===== config.mk =====
export PLATFORM = sky130hd
export DESIGN_NAME = cfg_spi_regfile
export DESIGN_NICKNAME = d
export VERILOG_FILES = /design/src/rtl/cfgspi_pkg.sv /design/src/rtl/bit_sync.sv /design/src/rtl/spi_frame_rx.sv /design/src/rtl/cfg_regfile.sv /design/src/rtl/cfg_spi_regfile.sv
export SDC_FILE = /design/constraint.sdc
export NUM_CORES = 1
export LEC_CHECK = 0
export BUFFER_PORTS_ARGS = -buffer_cell sky130_fd_sc_hd__buf_4
export CORE_AREA = 2 2 121 123
export CTS_CLUSTER_DIAMETER = 100
export DETAILED_ROUTE_END_ITERATION = 16
export DIE_AREA = 0 0 123 125
export GPL_ROUTABILITY_DRIVEN = 0
export HOLD_SLACK_MARGIN = 0.05
export PLACE_DENSITY_LB_ADDON = 0.2
export SETUP_SLACK_MARGIN = 0.4
export SLEW_MARGIN = 20
export SYNTH_ARGS = -nofsm -noshare
export SYNTH_HDL_FRONTEND = slang
export SYNTH_SLANG_ARGS = --single-unit
export TNS_END_PERCENT = 1

===== constraint.sdc =====
create_clock -name clk -period 2.7 [get_ports clk]
set_input_delay 0.135 -clock clk [delete_from_list [all_inputs] [get_ports clk]]
set_output_delay 0.135 -clock clk [all_outputs]
set_load 0.005 [all_outputs]

===== src/rtl/cfgspi_pkg.sv =====
`timescale 1ns/1ps
package cfgspi_pkg;
  localparam int          ADDR_W     = 7;
  localparam int          DATA_W     = 8;
  localparam int          LAST_ADDR  = 68;
  localparam int          N_GAMMA    = 8;
  localparam int          GAMMA_BASE = 16;
  localparam int          ENTRY_ADDR = 6;
  localparam int          PWR_ADDR   = 7;
  localparam int          POL_ADDR   = 10;
  localparam int          IFC_ADDR   = 11;
  localparam int          GRES_ADDR  = 4;
  localparam logic [7:0]  CHIP_ID    = 8'h96;

  function automatic logic reg_impl(input logic [ADDR_W-1:0] a);
    return (a <= 7'd4) || (a >= 7'd6 && a <= 7'd11) ||
           (a >= 7'(GAMMA_BASE) && a < 7'(GAMMA_BASE + N_GAMMA));
  endfunction

  function automatic logic [7:0] reg_default(input logic [ADDR_W-1:0] a);
    case (a)
      7'd0:    return CHIP_ID;
      7'd1:    return 8'h0F;
      7'd2:    return 8'h2E;
      7'd3:    return 8'h12;
      7'd4:    return 8'h01;
      7'd6:    return 8'h0F;
      7'd7:    return 8'hEE;
      7'd10:   return 8'h09;
      default: return 8'h00;
    endcase
  endfunction

  function automatic logic [7:0] reg_wmask(input logic [ADDR_W-1:0] a);
    case (a)
      7'd4:    return 8'h01;
      7'd8:    return 8'h3F;
      7'd10:   return 8'h7F;
      7'd11:   return 8'h0D;
      default: return 8'hFF;
    endcase
  endfunction

  function automatic logic is_gres(input logic [ADDR_W-1:0] a, input logic [7:0] d);
    return (a == 7'(GRES_ADDR)) && !d[0];
  endfunction
endpackage


===== src/rtl/bit_sync.sv =====
`timescale 1ns/1ps
module bit_sync #(
  parameter int          W       = 1,
  parameter int          STAGES  = 2,
  parameter logic [W-1:0] RST_VAL = '0
) (
  input  logic         clk,
  input  logic         rst_n,
  input  logic [W-1:0] d,
  output logic [W-1:0] q
);
  logic [W-1:0] st [STAGES];

  always_ff @(posedge clk or negedge rst_n) begin
    if (!rst_n) begin
      for (int i = 0; i < STAGES; i++) st[i] <= RST_VAL;
    end else begin
      st[0] <= d;
      for (int i = 1; i < STAGES; i++) st[i] <= st[i-1];
    end
  end

  assign q = st[STAGES-1];
endmodule


===== src/rtl/spi_frame_rx.sv =====
`timescale 1ns/1ps
module spi_frame_rx #(
  parameter int SYNC_STAGES = 2,
  parameter int ADDR_W      = 7,
  parameter int DATA_W      = 8
) (
  input  logic              clk,
  input  logic              rst_n,
  input  logic              sclk,
  input  logic              cs_n,
  input  logic              mosi,
  output logic              miso,
  output logic              wr_pulse,
  output logic [ADDR_W-1:0] wr_addr,
  output logic [DATA_W-1:0] wr_data,
  output logic [ADDR_W-1:0] rd_addr,
  input  logic [DATA_W-1:0] rd_data
);
  localparam int FRAME_BITS = 2 * DATA_W;
  localparam int CNT_W      = $clog2(FRAME_BITS + 1);

  logic sclk_s, cs_s, mosi_s, sclk_d;
  logic sclk_rise, sclk_fall;
  logic [CNT_W-1:0]  bit_cnt;
  logic [DATA_W-1:0] sh, next_byte, tx_sh;
  logic              is_read, miso_q;
  logic [ADDR_W-1:0] addr_q;

  bit_sync #(.W(3), .STAGES(SYNC_STAGES), .RST_VAL(3'b010)) u_sync (
    .clk(clk), .rst_n(rst_n),
    .d({sclk, cs_n, mosi}), .q({sclk_s, cs_s, mosi_s})
  );

  assign sclk_rise = sclk_s & ~sclk_d & ~cs_s;
  assign sclk_fall = ~sclk_s & sclk_d & ~cs_s;
  assign next_byte = {sh[DATA_W-2:0], mosi_s};
  assign rd_addr   = next_byte[ADDR_W-1:0];
  assign wr_addr   = addr_q;
  assign miso      = miso_q;

  always_ff @(posedge clk or negedge rst_n) begin
    if (!rst_n) begin
      sclk_d   <= 1'b0;
      bit_cnt  <= '0;
      sh       <= '0;
      tx_sh    <= '0;
      is_read  <= 1'b0;
      addr_q   <= '0;
      wr_data  <= '0;
      wr_pulse <= 1'b0;
      miso_q   <= 1'b0;
    end else begin
      sclk_d   <= sclk_s;
      wr_pulse <= 1'b0;
      if (cs_s) begin
        bit_cnt <= '0;
        tx_sh   <= '0;
        miso_q  <= 1'b0;
      end else begin
        if (sclk_rise && bit_cnt < CNT_W'(FRAME_BITS)) begin
          sh      <= next_byte;
          bit_cnt <= bit_cnt + 1'b1;
          if (bit_cnt == CNT_W'(DATA_W - 1)) begin
            is_read <= next_byte[DATA_W-1];
            addr_q  <= next_byte[ADDR_W-1:0];
            if (next_byte[DATA_W-1]) tx_sh <= rd_data;
          end
          if (bit_cnt == CNT_W'(FRAME_BITS - 1) && !is_read) begin
            wr_pulse <= 1'b1;
            wr_data  <= next_byte;
          end
        end
        if (sclk_fall) begin
          miso_q <= tx_sh[DATA_W-1];
          tx_sh  <= {tx_sh[DATA_W-2:0], 1'b0};
        end
      end
    end
  end

  a_r1_single_commit: assert property (@(posedge clk) disable iff (!rst_n)
    wr_pulse |=> !wr_pulse);
  a_r1_cnt_bound: assert property (@(posedge clk) disable iff (!rst_n)
    bit_cnt <= CNT_W'(FRAME_BITS));
  a_r12_cs_clears: assert property (@(posedge clk) disable iff (!rst_n)
    cs_s |=> (bit_cnt == '0));
endmodule


===== src/rtl/cfg_regfile.sv =====
`timescale 1ns/1ps
module cfg_regfile #(
  parameter int ADDR_W    = 7,
  parameter int DATA_W    = 8,
  parameter int LAST_ADDR = 68
) (
  input  logic                             clk,
  input  logic                             rst_n,
  input  logic                             wr_pulse,
  input  logic [ADDR_W-1:0]                wr_addr,
  input  logic [DATA_W-1:0]                wr_data,
  input  logic [ADDR_W-1:0]                rd_addr,
  output logic [DATA_W-1:0]                rd_data,
  output logic [DATA_W*(LAST_ADDR+1)-1:0]  regs_flat
);
  import cfgspi_pkg::*;

  logic gres;
  assign gres = wr_pulse && is_gres(wr_addr, wr_data);

  for (genvar i = 0; i <= LAST_ADDR; i++) begin : g_reg
    if (i == 0) begin : g_id
      assign regs_flat[i*DATA_W +: DATA_W] = CHIP_ID;
    end else if (reg_impl(ADDR_W'(i))) begin : g_rw
      logic [DATA_W-1:0] q;
      always_ff @(posedge clk or negedge rst_n) begin
        if (!rst_n)
          q <= reg_default(ADDR_W'(i));
        else if (gres)
          q <= reg_default(ADDR_W'(i));
        else if (wr_pulse && wr_addr == ADDR_W'(i))
          q <= wr_data & reg_wmask(ADDR_W'(i));
      end
      assign regs_flat[i*DATA_W +: DATA_W] = q;
    end else begin : g_none
      assign regs_flat[i*DATA_W +: DATA_W] = '0;
    end
  end

  always_comb begin
    if (int'(rd_addr) <= LAST_ADDR)
      rd_data = regs_flat[int'(rd_addr)*DATA_W +: DATA_W];
    else
      rd_data = '0;
  end

  a_r4_gres_defaults: assert property (@(posedge clk) disable iff (!rst_n)
    gres |=> (regs_flat[1*DATA_W +: DATA_W] == 8'h0F &&
              regs_flat[2*DATA_W +: DATA_W] == 8'h2E &&
              regs_flat[3*DATA_W +: DATA_W] == 8'h12));
  a_r6_unimpl_stable: assert property (@(posedge clk) disable iff (!rst_n)
    (wr_pulse && !reg_impl(wr_addr)) |=> $stable(regs_flat));
  a_r3_id_write_stable: assert property (@(posedge clk) disable iff (!rst_n)
    (wr_pulse && wr_addr == '0) |=> $stable(regs_flat));
  a_r1_pwr_commit: assert property (@(posedge clk) disable iff (!rst_n)
    (wr_pulse && wr_addr == ADDR_W'(PWR_ADDR)) |=>
      (regs_flat[PWR_ADDR*DATA_W +: DATA_W] == $past(wr_data)));
endmodule


===== src/rtl/cfg_spi_regfile.sv =====
`timescale 1ns/1ps
module cfg_spi_regfile #(
  parameter int SYNC_STAGES = 2
) (
  input  logic        clk,
  input  logic        rst_n,
  input  logic        spi_sclk,
  input  logic        spi_cs_n,
  input  logic        spi_mosi,
  output logic        spi_miso,
  output logic        pwr_normal,
  output logic [4:0]  pwr_supply_en,
  output logic        pwr_auto,
  output logic        scan_hdir,
  output logic        scan_vdir,
  output logic [1:0]  video_std,
  output logic [3:0]  input_fmt,
  output logic [6:0]  sync_pol,
  output logic [1:0]  sync_mode,
  output logic        line_inv,
  output logic [cfgspi_pkg::N_GAMMA*4-1:0] gamma_neg,
  output logic [cfgspi_pkg::N_GAMMA*4-1:0] gamma_pos
);
  import cfgspi_pkg::*;
  localparam int FLAT_W = DATA_W * (LAST_ADDR + 1);

  logic              wr_pulse;
  logic [ADDR_W-1:0] wr_addr, rd_addr;
  logic [DATA_W-1:0] wr_data, rd_data;
  logic [FLAT_W-1:0] regs_flat;
  logic [DATA_W-1:0] entry_q, pwr_q, pol_q, ifc_q;

  spi_frame_rx #(.SYNC_STAGES(SYNC_STAGES), .ADDR_W(ADDR_W), .DATA_W(DATA_W)) u_rx (
    .clk(clk), .rst_n(rst_n),
    .sclk(spi_sclk), .cs_n(spi_cs_n), .mosi(spi_mosi), .miso(spi_miso),
    .wr_pulse(wr_pulse), .wr_addr(wr_addr), .wr_data(wr_data),
    .rd_addr(rd_addr), .rd_data(rd_data)
  );

  cfg_regfile #(.ADDR_W(ADDR_W), .DATA_W(DATA_W), .LAST_ADDR(LAST_ADDR)) u_regs (
    .clk(clk), .rst_n(rst_n),
    .wr_pulse(wr_pulse), .wr_addr(wr_addr), .wr_data(wr_data),
    .rd_addr(rd_addr), .rd_data(rd_data), .regs_flat(regs_flat)
  );

  assign entry_q = regs_flat[ENTRY_ADDR*DATA_W +: DATA_W];
  assign pwr_q   = regs_flat[PWR_ADDR*DATA_W +: DATA_W];
  assign pol_q   = regs_flat[POL_ADDR*DATA_W +: DATA_W];
  assign ifc_q   = regs_flat[IFC_ADDR*DATA_W +: DATA_W];

  assign scan_hdir     = entry_q[0];
  assign scan_vdir     = entry_q[1];
  assign video_std     = entry_q[3:2];
  assign input_fmt     = entry_q[7:4];
  assign pwr_normal    = pwr_q[0];
  assign pwr_supply_en = pwr_q[5:1];
  assign pwr_auto      = pwr_q[6];
  assign sync_pol      = pol_q[6:0];
  assign sync_mode     = ifc_q[3:2];
  assign line_inv      = ifc_q[0];

  for (genvar k = 0; k < N_GAMMA; k++) begin : g_gamma
    assign gamma_pos[k*4 +: 4] = regs_flat[(GAMMA_BASE+k)*DATA_W +: 4];
    assign gamma_neg[k*4 +: 4] = regs_flat[(GAMMA_BASE+k)*DATA_W + 4 +: 4];
  end

  logic unused_bits;
  assign unused_bits = ^{regs_flat, pwr_q[7], pol_q[7], ifc_q[1], ifc_q[7:4]};
endmodule


==> impl_metrics.csv, run 1 <==
group,metric,value,unit
clocking,clkSinkCount,174,
timing,min_period,2.28,ns
global_route,grt_overflow_total,0,
floorplan,core_area,14200,sq um
job,cap_violations,0,
clocking,clock_latency,0.43,ns
worst_setup_path,cp_slowest_stage_delay,0.86,ns
clocking,path_clk_slew,0.06,ns
power,p_clk_frac,0.428,
worst_setup_path,cp-start-kind,"register",
routing,drtIter0Drc,747,
synthesis,synth-edff-count,0,
timing,tightestPinTransition,0.915,ns
routing,routedWlPerCell,21.0,um
worst_setup_path,slowest_stage,"dfrtp_1",
worst_setup_path,cp_cell_sequence,"buf_4 > mux4_2 > a21oi_1 > o21ai_0 > a31o_2",
power,p_comb_frac,0.064,
final_layout,final_cell_mix,"nand2_1, dfrtp_1, buf_4",
power,p_int,4.09,mW
routing,wl,23400,um
synthesis,yosys_warnings,0,
synthesis,ys_types,48,
final_layout,antenna_cells,0,
worst_setup_path,cp.arrival,2.61,ns
timing,finalMaxSlewViolations,0,
floorplan,start_util,0.622,
floorplan,fp.dieH,125,um
final_layout,finalNonFillerCells,1113,
placement,placed_cells,1076,
timing,max_freq,438,MHz
synthesis,syn_area,8840,sq um
final_layout,final_common_cell,"nand2_1",
status,status,"completed",
routing,vias_per_cell,6.17,
placement,dp_hpwl,16100,um
synthesis,seq_area_frac_synth,0.496,
global_route,grt.total_usage,0.319,
floorplan,fp-row-count,44,
power,power_switching,1.25,mW
final_layout,synthToLayoutAreaGrowth,9.78,%
floorplan,die_w,123,um
timing,finalHoldViolCount,0,
routing,ant_nets,0,
placement,portBuffers,94,
clocking,cts_buffer_depth,2,
global_route,grt_first_pass_wirelength,36900,um
synthesis,async_reset_ff_frac,1.00,
final_layout,multi_input_area,3550,sq um
min_path,hp-class,"in2async",
synthesis,yosysTopAreaCellShare,0.422,
timing,skew,0.0102,ns
synthesis,yosys-top-cells-area,"dfrtp_1, nand2_1, dfstp_2",
timing,post-route-period-util,0.846,
synthesis,ys_ff_latch,174,
routing,vias,6870,
timing,setup_viol,0,
worst_setup_path,crit_buf_inv,1,
worst_setup_path,criticalPathCategory,"reg2reg",
power,p_leak,4.61,nW
timing,slew_headroom,0.390,
global_route,antenna_found_initial,0,
power,vdd_ir_drop_max,0.396,mV
synthesis,synth_fp_nets,924,
clocking,cts_made_buffers,17,
worst_setup_path,worst-path-max-fanout,16,
clocking,clockRootBuffer,"clkbuf_16",
worst_setup_path,cp_top_family,"flip-flops",
worst_setup_path,cp-end-kind,"register",
routing,drt_first_pass_iters,5,
final_layout,drive_above_1_share,0.239,
worst_setup_path,crit_required,3.02,ns
global_route,grt_pass1_vias,6575,
synthesis,netlist_instances,917,
clocking,cts_tree,"yes",
synthesis,syn_avg_cell_area,9.64,sq um
final_layout,fillers,1095,
final_layout,regArea,4390,sq um
global_route,grt_max_degree,86,
power,power.density,551,nW/um^2
clocking,htreeDepth,4,
worst_setup_path,rrSetupSlack,0.42,ns
routing,drc,0,
power,switching_share,0.234,
timing,final.setup.tns,0,ns
power,p_seq_frac,0.508,
synthesis,synth_largest_area_cell,"dfrtp_1",
final_layout,nets,925,
floorplan,dieArea,15400,sq um
synthesis,ys_dominant_reg_cell,"dfrtp_1",
timing,rsz0062_at_grt,"yes",
floorplan,ioPinCount,95,
Yosys cell counts, drive strengths merged, types with 2 or more instances:
library cell	n
a21oi	89
a22oi	7
a31o	6
a31oi	5
and2	5
and3	3
buf	108
clkbuf	31
dfrtp	149
dfstp	25
ha	2
inv	11
mux2	16
mux2i	40
mux4	20
nand2	232
nand2b	5
nand3	37
nand3b	2
nand4	2
nor2	49
nor2b	8
nor3	5
nor4b	2
o211ai	2
o21ai	25
o22a	11
o22ai	4
o2bb2ai	2
or2	2
stage by stage:
stage          hold WS (ns)   util  setup WS [ns]  power (mW)  instance area [sq um]
2_1_floorplan        -0.161      -          0.931        2.92                   8840
3_3_place_gp          0.241  0.641          0.501        3.08                   9100
3_5_place_dp          0.247  0.641          0.438        3.09                   9100
4_1_cts               0.336  0.681          0.423        5.36                   9670
5_1_grt               0.359  0.683          0.328        5.49                   9700
6_report              0.320  0.683          0.415        5.34                   9700
path summary, 6_finish.rpt:
kind,startpoint,to,cells past startpoint
hold reg to reg,u_rx.u_sync.st[5],u_rx.u_sync.q[2],0
setup / recovery,u_rx.sh[0],u_rx.tx_sh[2],5
max in group asynchronous,rst_n,u_rx.u_sync.q[1],3
hold / removal,rst_n,u_regs.g_reg[7].g_rw.q[4],2
min in group clk,u_rx.u_sync.st[5],u_rx.u_sync.q[2],0
setup reg to reg,u_rx.sh[0],u_rx.tx_sh[2],5
state kept, by name, summed over array words and instances, names as in the netlist:
name / count
u_rx.miso: 1
u_rx.tx_sh: 8
u_regs.g.g_rw.q: 129
u_rx.u_sync.st: 3
u_rx.wr_data: 8
u_rx.wr_addr: 7
u_rx.bit_cnt: 5
u_rx.is_read: 1
u_rx.u_sync.q: 3
u_rx.sh: 7
u_rx.wr_pulse: 1
u_rx.sclk_d: 1
kinds of logic after synthesis:
kind of cell / synth area share
buffers and inverters: 0.103
adder cells (fa/ha/maj): 0.00283
AO/OA/AOI/OAI: 0.105
multiplexers: 0.117
flip-flops: 0.496
AND/OR/NAND/NOR: 0.176
final cells by class:
type | count | share of cell area
multi-input cells | 593 | 0.366
clock buffers | 29 | 0.0516
repair buffers | 121 | 0.0989
inverters | 11 | 0.00425
clock inverters | 1 | 0.00309
well taps | 184 | 0.0237
flip-flops and latches | 174 | 0.452
power by group through the flow:
stage / registers, mW / clock network (mW) / logic [mW]
global placement: 2.76 / 0 / 0.327
CTS: 2.71 / 2.31 / 0.337
finish: 2.71 / 2.29 / 0.343
detailed placement: 2.76 / 0 / 0.331
floorplan: 2.71 / 0 / 0.205
global route: 2.72 / 2.40 / 0.371
routing by layer:
metal	up-vias	GRT usage	routed length, um
li1	3035	-	-
met1	3390	0.463	9380
met2	391	0.483	11100
met3	54	0.0589	2250
met4	0	0.122	672
met5	-	0	0
what timing repair did:
| action | 4_1_cts | 5_1_grt |
|---|---|---|
| gates resized for setup | 0 | 1 |
| endpoints found under the hold margin | 64 | 0 |
| buffers inserted | 0 | 3 |
| setup endpoints to repair | 0 | 15 |
| hold buffers | 4 | 0 |
Power figures use the tool's default switching activity.
==> run 2: changes to the inputs <==
Settings changed: ABC_AREA set to 1, CORE_AREA 2 2 121 123 to 2 2 132 134, DIE_AREA 0 0 123 125 to 0 0 134 136.
Clock period 2.7 ns to 1.9 ns, I/O delays scaled along.
==> run 2 against run 1 <==
Against the previous run:
- utilization down 8.0 points
- wire length rose by 3.7%
- via count is 5.6% higher
- flip-flop and latch count unchanged
- clock skew is 0.0023 ns lower
- final area up 4.9%
- sequential power up 41%
- power grew 56%
- register-to-register slack worse by 0.36 ns
- non-clock buffer count up 31
- first-iteration DRC count shrank 3.9%
==> impl_metrics.csv, run 2 <==
group,metric,value,unit
status,status,"completed",
timing,setup_viol,0,
global_route,use_met3,0.0574,
synthesis,seq_area_frac_synth,0.504,
synthesis,async_reset_ff_frac,1.00,
worst_setup_path,rr_startpoint,"u_rx.wr_addr[1]",
worst_setup_path,worstSetupPathDepth,10,
worst_setup_path,reg2regPathDepth,10,
global_route,grt_first_pass_wirelength,38000,um
timing,slew_headroom,0.609,
timing,min_period,1.85,ns
synthesis,syn_avg_cell_area,8.18,sq um
worst_setup_path,reg2reg_to,"u_regs.g_reg[16].g_rw.q[1]",
floorplan,start_util,0.515,
clocking,cts_tree,"yes",
worst_setup_path,cp-start-kind,"register",
floorplan,core_area,16900,sq um
global_route,grt_pass1_vias,6951,
clocking,cts_buffer_depth,2,
global_route,grt.total_usage,0.273,
routing,vias_per_cell,5.39,
placement,place_ws,0.0706,ns
placement,dp_hpwl,16600,um
routing,vias,7252,
clocking,clockRootBuffer,"clkbuf_16",
timing,tightestPinTransition,0.586,ns
synthesis,yosys-top-cells-area,"dfrtp_1, nand2_1, dfstp_2",
power,vdd_ir_drop_max,0.681,mV
worst_setup_path,slowest_stage,"dfrtp_1",
final_layout,nets,1114,
worst_setup_path,rrSetupSlack,0.05,ns
worst_setup_path,cp_slowest_stage_delay,0.40,ns
synthesis,ys_types,33,
routing,drc,0,
synthesis,synth.most_common_cell,"nand2_1",
floorplan,fp.dieH,136,um
min_path,hp-class,"in2async",
final_layout,antenna_cells,0,
worst_setup_path,cp_cell_sequence,"nor2_2 > nand2_2 > nor3_4 > nand2_4 > buf_8 > o31ai_4 > clkinvlp_2 > buf_6 > nand2_2 > o21ai_1",
final_layout,final_common_cell,"nand2_1",
clocking,htreeDepth,4,
power,power.density,819,nW/um^2
synthesis,ys_dominant_reg_cell,"dfrtp_1",
timing,rsz0062_at_grt,"yes",
synthesis,synth_largest_area_cell,"dfrtp_1",
clocking,clock_latency,0.44,ns
synthesis,syn_area,8700,sq um
synthesis,synth_fp_nets,1070,
worst_setup_path,crit_top_cell,"nand2_2",
final_layout,drive_above_1_share,0.256,
clocking,path_clk_slew,0.07,ns
global_route,use_met1,0.376,
worst_setup_path,crit_buf_inv,3,
floorplan,ioPinCount,95,
routing,wl,24300,um
timing,finalHoldViolCount,0,
final_layout,synthToLayoutAreaGrowth,17.0,%
synthesis,synth-edff-count,0,
floorplan,fp-row-count,48,
worst_setup_path,crit_required,2.22,ns
timing,finalMaxSlewViolations,0,
worst_setup_path,worst-path-max-fanout,8,
placement,portBuffers,94,
synthesis,ys_ff_latch,174,
routing,drt_first_pass_iters,5,
floorplan,dieArea,18200,sq um
timing,finalWorstSetupSlack,0.0505,ns
worst_setup_path,criticalPathCategory,"reg2reg",
final_layout,largestRegisters,"u_regs.g.g_rw.q: 129 flops, u_rx.tx_sh: 8 flops, u_rx.wr_data: 8 flops",
floorplan,die_w,134,um
synthesis,netlist_instances,1063,
global_route,grt_overflow_total,0,
global_route,antenna_found_initial,0,
clocking,cts_made_buffers,17,
global_route,grt_max_degree,52,
clocking,clkSinkCount,174,
routing,ant_nets,0,
timing,max_freq,541,MHz
synthesis,synth_common_cells,"nand2_1, dfrtp_1, o21ai_0",
worst_setup_path,cp.arrival,2.17,ns
routing,routedWlPerCell,18.0,um
power,p_leak,4.75,nW
worst_setup_path,cp-end-kind,"register",
final_layout,largest_reg_flops,129,
final_layout,final_cell_mix,"nand2_1, dfrtp_1, buf_4",
synthesis,yosysTopAreaCellShare,0.429,
routing,drtIter0Drc,718,
synthesis,yosys_warnings,0,
global_route,grt_busiest_layer,"met2",
final_layout,final_core_util,0.603,
timing,skew,0.00790,ns
timing,post-route-period-util,0.973,
timing,final.setup.tns,0,ns
global_route,grtUsageMet2,0.429,
final_layout,largest-register,"u_regs.g.g_rw.q",
job,cap_violations,0,
worst_setup_path,cp_top_family,"simple AND/OR/NAND/NOR gates",
==> run 2: worst max-delay path by stage <==
stage	startpoint	endpoint
after floorplan	u_rx.wr_addr[1]	u_regs.g_reg[7].g_rw.q[4]
after global placement	u_rx.sh[0]	u_rx.tx_sh[2]
after detailed placement	u_rx.wr_addr[4]	u_regs.g_reg[20].g_rw.q[4]
after CTS	u_rx.wr_addr[5]	u_regs.g_reg[16].g_rw.q[3]
after global routing	u_rx.wr_addr[1]	u_regs.g_reg[16].g_rw.q[6]
final	u_rx.wr_addr[1]	u_regs.g_reg[16].g_rw.q[1]
==> run 2: layer usage <==
metal  vias up  routed length, um
li1       3438                  -
met1      3504              10500
met2       265              11500
met3        45               1600
met4         0                656
met5         -                  0
==> run 2: where the power goes <==
part	internal (mW)	switching, mW	leakage (nW)
logic	0.287	0.614	2.14
registers	3.76	0.0646	2.32
clock network	2.10	1.50	0.296
==> run 2: cell families after synthesis <==
| logic type | count (synthesis) | synth area share |
|---|---|---|
| adder cells (fa/ha/maj) | 2 | 0.00288 |
| AND/OR/NAND/NOR | 448 | 0.213 |
| buffers and inverters | 213 | 0.139 |
| AO/OA/AOI/OAI | 226 | 0.142 |
| flip-flops | 174 | 0.504 |
==> run 2: layout make-up <==
class	count	area (sq um)
clock inverter	14	165
sequential	174	4390
timing repair inverter	5	35.0
tap	225	282
clock buffer	18	439
multi-input combinational	676	3250
timing repair buffer	152	1290
fill	1520	6700
inverter	81	322
==> run 2: timing repair <==
action	in CTS	in global routing
gates cloned	3	3
hold endpoints to repair	50	0
resized for setup	29	30
hold buffers	4	0
buffers inserted	0	7
endpoints found under the setup margin	129	149
pin swaps	0	5
==> run 2: worst reg2reg max path, cell delays in order, from the launching register on <==
cell        delay, ns
dfrtp_1          0.40
nor2_2           0.15
nand2_2          0.12
nor3_4           0.24
nand2_4          0.10
buf_8            0.15
o31ai_4          0.08
clkinvlp_2       0.21
buf_6            0.17
nand2_2          0.05
o21ai_1          0.06
==> run 2: metrics by stage <==
| stage | std cells | hold slack, ns | power (mW) | area [sq um] |
|---|---|---|---|---|
| after floorplan | 1063 | -0.201 | 4.32 | 8740 |
| after global placement | 1296 | 0.0959 | 4.74 | 9260 |
| after detailed placement | 1296 | 0.0944 | 4.75 | 9260 |
| after CTS | 1335 | 0.196 | 8.33 | 10000 |
| after global routing | 1345 | 0.216 | 8.62 | 10200 |
| final | 1345 | 0.182 | 8.33 | 10200 |
==> run 3: changes to the inputs <==
==> constraint.sdc (replaced) <==
create_clock -name clk -period 1.9 [get_ports clk]
set_input_delay 0.19 -clock clk [delete_from_list [all_inputs] [get_ports clk]]
set_output_delay 0.19 -clock clk [all_outputs]
set_load 0.005 [all_outputs]
==> run 3 against run 2 <==
Against the previous run:
- clock power fell by 9.4%
- worst hold slack lost 0.075 ns
- combinational power rose by 2.7%
- critical path depth is 1 lower
- clock skew down 0.0017 ns
- via count rose by 0.85%
- wire length decreased by 0.67%
- sequential share of layout area down 0.20 points
- largest cell class unchanged
- setup slack better by 0.069 ns
- highest routed layer unchanged
==> impl_metrics.csv, run 3 (same netlist as run 2, synthesis figures left out) <==
group,metric,value,unit
timing,tightestPinTransition,0.454,ns
routing,ant_nets,0,
global_route,grt_first_pass_wirelength,37300,um
floorplan,ioPinCount,95,
routing,vias_per_cell,5.39,
worst_setup_path,crit_required,2.27,ns
clocking,clock_latency,0.43,ns
power,power.density,784,nW/um^2
timing,finalMaxSlewViolations,0,
timing,min_period,1.78,ns
floorplan,start_util,0.515,
min_path,hp-class,"in2async",
final_layout,largestRegisters,"u_regs.g.g_rw.q: 129 flops, u_rx.tx_sh: 8 flops, u_rx.wr_data: 8 flops",
routing,wl,24100,um
floorplan,fp-row-count,48,
placement,dp_hpwl,16600,um
floorplan,fp.dieH,136,um
final_layout,final_cell_mix,"nand2_1, dfrtp_1, buf_4",
worst_setup_path,cp-start-kind,"register",
final_layout,largest_reg_flops,129,
routing,vias,7314,
clocking,path_clk_slew,0.06,ns
timing,rsz0062_at_grt,"yes",
clocking,clockRootBuffer,"clkbuf_16",
placement,portBuffers,94,
routing,drtIter0Drc,634,
global_route,grt.total_usage,0.271,
routing,drc,0,
global_route,antenna_found_initial,0,
routing,routedWlPerCell,17.8,um
floorplan,die_w,134,um
floorplan,core_area,16900,sq um
status,status,"completed",
final_layout,final_common_cell,"nand2_1",
clocking,cts_tree,"yes",
power,vdd_ir_drop_max,0.640,mV
placement,post_dp_cell_area,9280,sq um
timing,setup_viol,0,
clocking,htreeDepth,4,
worst_setup_path,criticalPathCategory,"reg2reg",
clocking,cts_made_buffers,17,
final_layout,final_area,10200,sq um
timing,finalHoldViolCount,0,
global_route,grt_pass1_vias,6728,
job,cap_violations,0,
clocking,cts_buffer_depth,2,
worst_setup_path,cp.arrival,2.15,ns
power,power,8.02,mW
timing,whs,0.107,ns
timing,post-route-period-util,0.937,
timing,final.setup.tns,0,ns
final_layout,antenna_cells,0,
timing,max_freq,562,MHz
timing,slew_headroom,0.694,
timing,skew,0.00620,ns
routing,drt_first_pass_iters,7,
final_layout,drive_above_1_share,0.261,
final_layout,nets,1128,
worst_setup_path,cp-end-kind,"register",
final_layout,synthToLayoutAreaGrowth,17.5,%
final_layout,largest-register,"u_regs.g.g_rw.q",
global_route,grt_overflow_total,0,
global_route,grt_max_degree,77,
power,p_leak,4.78,nW
final_layout,fillers,1493,
floorplan,dieArea,18200,sq um
clocking,clkSinkCount,174,
worst_setup_path,worst-path-max-fanout,10,
## run 3: per-stage QoR
step / cells / worst slack [ns] / utilization
after global placement: 1298 / 0.114 / 0.550
after floorplan: 1063 / 0.272 / -
final: 1358 / 0.119 / 0.606
after CTS: 1352 / 0.138 / 0.599
after global routing: 1358 / 0.0487 / 0.606
after detailed placement: 1298 / 0.0155 / 0.550
## run 3: per-layer routing
layer	vias to the layer above	track usage	wire length, um
met2	277	0.432	11300
met5	-	0	0
met3	45	0.0395	1500
li1	3459	-	-
met4	0	0.108	646
met1	3533	0.375	10700
## run 3: critical path, stage by stage, from the launching register on
cell	delay, ns
dfrtp_2	0.48
buf_6	0.17
o21ai_0	0.12
o211ai_1	0.37
nand2_1	0.12
nand2_1	0.10
nand2_1	0.13
nand2_1	0.09
nand2_1	0.06
nand2_1	0.07
## run 3: final timing paths
check	start	slack, ns	end	cells after the start
hold / removal	rst_n	0.11	u_regs.g_reg[19].g_rw.q[5]	2
hold reg to reg	u_rx.u_sync.st[5]	0.35	u_rx.u_sync.q[2]	0
setup / recovery	u_rx.u_sync.q[0]	0.12	u_rx.tx_sh[5]	9
min in group clk	u_rx.u_sync.st[5]	0.35	u_rx.u_sync.q[2]	0
setup reg to reg	u_rx.u_sync.q[0]	0.12	u_rx.tx_sh[5]	9
max in group asynchronous	rst_n	1.16	u_regs.g_reg[10].g_rw.q[3]	3
## run 3: where the power goes
part           total (mW)  switching, mW  internal, mW
Sequential           3.83         0.0660          3.77
Clock                3.26           1.40          1.86
Combinational       0.925          0.620         0.305
## run 3: what timing repair did
| action | in CTS | in global routing |
|---|---|---|
| cloned | 4 | 0 |
| buffers inserted | 15 | 6 |
| endpoints found under the setup margin | 133 | 147 |
| resized for setup | 54 | 27 |
| pin swaps | 5 | 7 |
| hold endpoints to repair | 172 | 0 |
| hold buffers | 4 | 0 |
## run 3: layout make-up
cell class                 count  area (sq um)  area share
timing repair buffer         167          1410       0.137
clock inverter                 6          61.3     0.00600
tap                          225           282      0.0275
sequential                   174          4390       0.429
clock buffer                  25           475      0.0465
inverter                      81           329      0.0322
timing repair inverter         4          30.0     0.00294
multi-input combinational    676          3260       0.318
